## config.mk

```make
export PLATFORM = sky130hd
export DESIGN_NAME = edge_phase_freq_det
export DESIGN_NICKNAME = d
export VERILOG_FILES = /design/src/rtl/epfd_pkg.sv /design/src/rtl/epfd_edge_sync.sv /design/src/rtl/epfd_fsm.sv /design/src/rtl/epfd_drive.sv /design/src/rtl/edge_phase_freq_det.sv
export SDC_FILE = /design/constraint.sdc
export NUM_CORES = 1
export LEC_CHECK = 0
export BUFFER_PORTS_ARGS = -buffer_cell sky130_fd_sc_hd__buf_2
export CORE_AREA = 2 2 39 41
export CTS_BUF_LIST = sky130_fd_sc_hd__clkbuf_8
export CTS_CLUSTER_SIZE = 30
export DETAILED_ROUTE_END_ITERATION = 10
export DIE_AREA = 0 0 41 43
export PLACE_DENSITY = 0.45
export REMOVE_ABC_BUFFERS = 1
export SLEW_MARGIN = 20
export SYNTH_ARGS = -nofsm -noshare
export SYNTH_HDL_FRONTEND = slang
export SYNTH_SLANG_ARGS = --single-unit
```

## constraint.sdc

```tcl
create_clock -name clk -period 2.6 [get_ports clk]
set_clock_uncertainty 0.15 [all_clocks]
set_input_delay 0 -clock clk [delete_from_list [all_inputs] [get_ports clk]]
set_output_delay 0 -clock clk [all_outputs]
set_load 0.01 [all_outputs]
```

## src/rtl/epfd_pkg.sv

```systemverilog
package epfd_pkg;

    typedef enum logic [1:0] {
        PD_HOLD = 2'b00,
        PD_UP   = 2'b01,
        PD_DN   = 2'b10
    } pd_state_e;

    typedef struct packed {
        logic up;
        logic dn;
        logic oe;
        logic bit_v;
        logic lock;
    } pd_drive_t;

    localparam int unsigned PD_INPUTS = 2;
    localparam int unsigned IDX_SIG   = 0;
    localparam int unsigned IDX_CMP   = 1;

    function automatic pd_state_e pd_next(input pd_state_e st,
                                          input logic sig_r,
                                          input logic cmp_r);
        pd_state_e nx;
        nx = st;
        unique case ({sig_r, cmp_r})
            2'b11:   nx = PD_HOLD;
            2'b10:   nx = (st == PD_DN) ? PD_HOLD : PD_UP;
            2'b01:   nx = (st == PD_UP) ? PD_HOLD : PD_DN;
            default: nx = st;
        endcase
        return nx;
    endfunction

    function automatic pd_drive_t pd_decode(input pd_state_e st);
        pd_drive_t d;
        d.up    = (st == PD_UP);
        d.dn    = (st == PD_DN);
        d.oe    = d.up | d.dn;
        d.bit_v = d.up;
        d.lock  = ~d.oe;
        return d;
    endfunction

endpackage

```

## src/rtl/epfd_edge_sync.sv

```systemverilog
module epfd_edge_sync #(
    parameter int unsigned STAGES = 2
) (
    input  logic clk,
    input  logic rst,
    input  logic din,
    output logic rise_o
);
    localparam int unsigned LAST = STAGES - 1;

    logic [STAGES-1:0] chain;
    logic              prev_q;

    always_ff @(posedge clk) begin
        if (rst) chain[0] <= 1'b0;
        else     chain[0] <= din;
    end

    for (genvar g = 1; g < STAGES; g++) begin : g_stage
        always_ff @(posedge clk) begin
            if (rst) chain[g] <= 1'b0;
            else     chain[g] <= chain[g-1];
        end
    end

    always_ff @(posedge clk) begin
        if (rst) prev_q <= 1'b0;
        else     prev_q <= chain[LAST];
    end

    assign rise_o = chain[LAST] & ~prev_q;

endmodule

```

## src/rtl/epfd_fsm.sv

```systemverilog
module epfd_fsm
    import epfd_pkg::*;
(
    input  logic      clk,
    input  logic      rst,
    input  logic      sig_rise,
    input  logic      cmp_rise,
    output pd_state_e state_o
);
    pd_state_e state_q;

    always_ff @(posedge clk) begin
        if (rst) state_q <= PD_HOLD;
        else     state_q <= pd_next(state_q, sig_rise, cmp_rise);
    end

    assign state_o = state_q;

endmodule

```

## src/rtl/epfd_drive.sv

```systemverilog
module epfd_drive
    import epfd_pkg::*;
(
    input  pd_state_e state_i,
    output pd_drive_t drive_o
);
    always_comb begin
        drive_o = pd_decode(state_i);
    end

endmodule

```

## src/rtl/edge_phase_freq_det.sv

```systemverilog
module edge_phase_freq_det
    import epfd_pkg::*;
#(
    parameter int unsigned SYNC_STAGES = 2
) (
    input  logic clk,
    input  logic rst,
    input  logic sig_in,
    input  logic cmp_in,
    output logic up_o,
    output logic dn_o,
    output logic tri_bit_o,
    output logic tri_en_o,
    output logic lock_o
);
    logic [PD_INPUTS-1:0] raw_vec;
    logic [PD_INPUTS-1:0] rise_vec;
    pd_state_e            state;
    pd_drive_t            drv;

    assign raw_vec[IDX_SIG] = sig_in;
    assign raw_vec[IDX_CMP] = cmp_in;

    for (genvar i = 0; i < PD_INPUTS; i++) begin : g_in
        epfd_edge_sync #(.STAGES(SYNC_STAGES)) u_sync (
            .clk    (clk),
            .rst    (rst),
            .din    (raw_vec[i]),
            .rise_o (rise_vec[i])
        );
    end

    epfd_fsm u_fsm (
        .clk      (clk),
        .rst      (rst),
        .sig_rise (rise_vec[IDX_SIG]),
        .cmp_rise (rise_vec[IDX_CMP]),
        .state_o  (state)
    );

    epfd_drive u_drive (
        .state_i (state),
        .drive_o (drv)
    );

    assign up_o      = drv.up;
    assign dn_o      = drv.dn;
    assign tri_bit_o = drv.bit_v;
    assign tri_en_o  = drv.oe;
    assign lock_o    = drv.lock;

endmodule

```

==> qor.csv <==
metric;value;unit
CP endpoint kind;register;
Post-Route WL;501;um
ranking of synthesized cells by area;dfxtp_1, ha_1, nor2b_1;
Wirelength per Cell;7.83;um
Tmin final;1660;ps
multiplexer area fraction after synthesis;0;%
Rows;14;
TNS Setup;0;ps
R2R Path Start;g_in[0].u_sync.chain[1]$_SDFF_PP0_;
RSZ-0062 raised after global routing;no;
crit path DAT;1650;ps
MaxCap Viol Count;0;
final setup vio count;0;
r2r setup slk;940;ps
Pwr per Cell Area;601;nW/um^2
first-pass GRT wire length;910;um
total number of vias;254;
setup bufs post-CTS;0;
CP Data Required Time;2600;ps
# IOs;9;
Avg Synthesized Cell Area;10.2;um^2
number of synthesized register bits;8;
Placer Congestion;0.649;
Synth Area in Adders;18.7;%
Skew-Pair Late Insertion Delay;220;ps
die area;1760;um^2
Area Growth Syn to Fin;42.9;%
CP max stage delay;530;ps
WHS Path Cells;1;
remaining global-route overflow;0;
Post-Syn Instances;33;
Fmax;0.604;GHz
CTS tree;built;
R2R Path End;u_fsm.state_o[0]$_SDFFE_PP0P_;
area fraction in compound gates after synthesis;2.99;%
Seq/Total Area, Yosys;47.8;%
period utilisation layout;63.7;%
Vias/cell;3.97;
final instance area;479;um^2
Netlist Area Pre-Place;335;um^2
CP max stage cell;or4b_1;
Pwr Total;288;uW
root buffer cell;clkbuf_8;
I/O Buffers;8;
post-synthesis xor/xnor area fraction;0;%
core area;1380;um^2
Num CTS Buffers;3;
gr usage total;7.86;%
CTS H-tree lvls;1;
Synth area leader;dfxtp_1;
drt pass-1 iters;1;
status;finished clean;
most frequent cells in the layout;dfxtp_1, buf_2, nor2b_1;
largest net degree at the start of global routing;9;
die extent in x;41;um
Worst Hold End;g_in[1].u_sync.chain[1]$_SDFF_PP0_;
DR DRC count;0;
ANT nets after route;0;
Hold Crit Class;reg2reg;
final hold vios;0;
worst r2r path cells;5;
post-route insts no fill;64;
Yosys warning count;0;
initial antenna violation count;0;
CP Cell Sequence;nor2b_1, inv_1, ha_1, or4b_1, a21oi_1;
Worst Hold Launch;g_in[1].u_sync.chain[0]$_SDFF_PP0_;
ratio of cells with drive above 1 in the final layout;25.0;%
drt initial violations;0;
Netlist cell types;10;
largest family of logic cells by synthesized area;simple AND/OR/NAND/NOR gates;
Placed Instance Area;388;um^2
headroom to the max-slew limit;90.8;%
Leak;0.227;nW
worst-path maximum fanout;4;
Critical Path Start Type;register;
DP HPWL;395;um
number of clock sinks;8;
Clock transition at path regs;40;ps
Tightest Pin Transition;138;ps
number of global-route vias before repair;246;
clock tree buffer depth;2;
crit path kind;reg2reg;
simple-gate portion of the synthesized area;22.8;%
ant diodes;0;
post-synth top area share;47.8;%
Layout Nets;59;
Final Max Slew Viols;0;
worst vdd rail ir drop;0.000346;V
Initial Util;24.2;%
Die Y;43;um
placed insts;56;
## critical path, delay by kind of cell (launching register included)
kind	cells	cell delay, ps
AO/OA/AOI/OAI	1	150
flip-flops	1	300
buffers and inverters	1	80
adder cells (fa/ha/maj)	1	210
AND/OR/NAND/NOR	2	690
## cell type report
cell class                 instances  area [um^2]
inverter                           5         18.8
sequential                         8          160
fill                             145          905
tap                               16         20.0
timing repair buffer              13         90.1
multi-input combinational         19          149
clock buffer                       3         41.3
## state kept, by name (all words and copies together), names as in the netlist
name,cells
g_in.u_sync.prev_q,2
g_in.u_sync.chain,4
u_fsm.state_o,2
## repair_timing
| item | CTS | global route |
|---|---|---|
| hold endpoints to repair | 8 | 0 |
| gates resized for setup | 0 | 0 |
| hold buffers | 5 | 0 |
## metal layers
layer  vias up  track usage, %  share of wire, %
met2         7            12.5                52
met1       117            7.49                41
met4         0            6.00                 0
met3         0            3.14               7.4
met5         -               0                 0
li1        130               -                 -
## worst max-delay path by stage
stage,endpoint,startpoint,depth (start not counted)
after floorplan,u_fsm.state_o[0]$_SDFFE_PP0P_,g_in[0].u_sync.chain[1]$_SDFF_PP0_,5
after CTS,u_fsm.state_o[0]$_SDFFE_PP0P_,g_in[0].u_sync.chain[1]$_SDFF_PP0_,5
after detailed placement,u_fsm.state_o[0]$_SDFFE_PP0P_,g_in[0].u_sync.chain[1]$_SDFF_PP0_,5
after global placement,u_fsm.state_o[0]$_SDFFE_PP0P_,g_in[0].u_sync.chain[1]$_SDFF_PP0_,5
after global routing,u_fsm.state_o[0]$_SDFFE_PP0P_,g_in[0].u_sync.chain[1]$_SDFF_PP0_,5
final,u_fsm.state_o[0]$_SDFFE_PP0P_,g_in[0].u_sync.chain[1]$_SDFF_PP0_,5
## power by group
part | internal, mW | switching [mW] | leakage (nW)
clock network | 0.0995 | 0.0402 | 0.0216
logic | 0.0120 | 0.00781 | 0.140
registers | 0.127 | 0.00116 | 0.0655
## synthesized netlist by cell type
library cell	instances
inv_1	5
nand2b_1	1
buf_4	1
ha_1	5
nor2b_1	7
nand2_1	2
a21oi_1	2
or4b_1	1
or3b_2	1
dfxtp_1	8
## metrics by stage
step                hold WS (ps)  worst slack [ps]  utilization (%)
floorplan                  -80.9              1050                -
global route                 310               831             34.6
CTS                          284               916             34.6
finish                       279               944             34.6
global placement            57.7               983             28.0
detailed placement          65.4               924             28.0
## logic make-up after synthesis
family,after synthesis
buf+inv,6
flops,8
compound gates,2
fa+ha+maj,5
simple gates,12
Note: power is estimated with default switching activity, not from simulation.
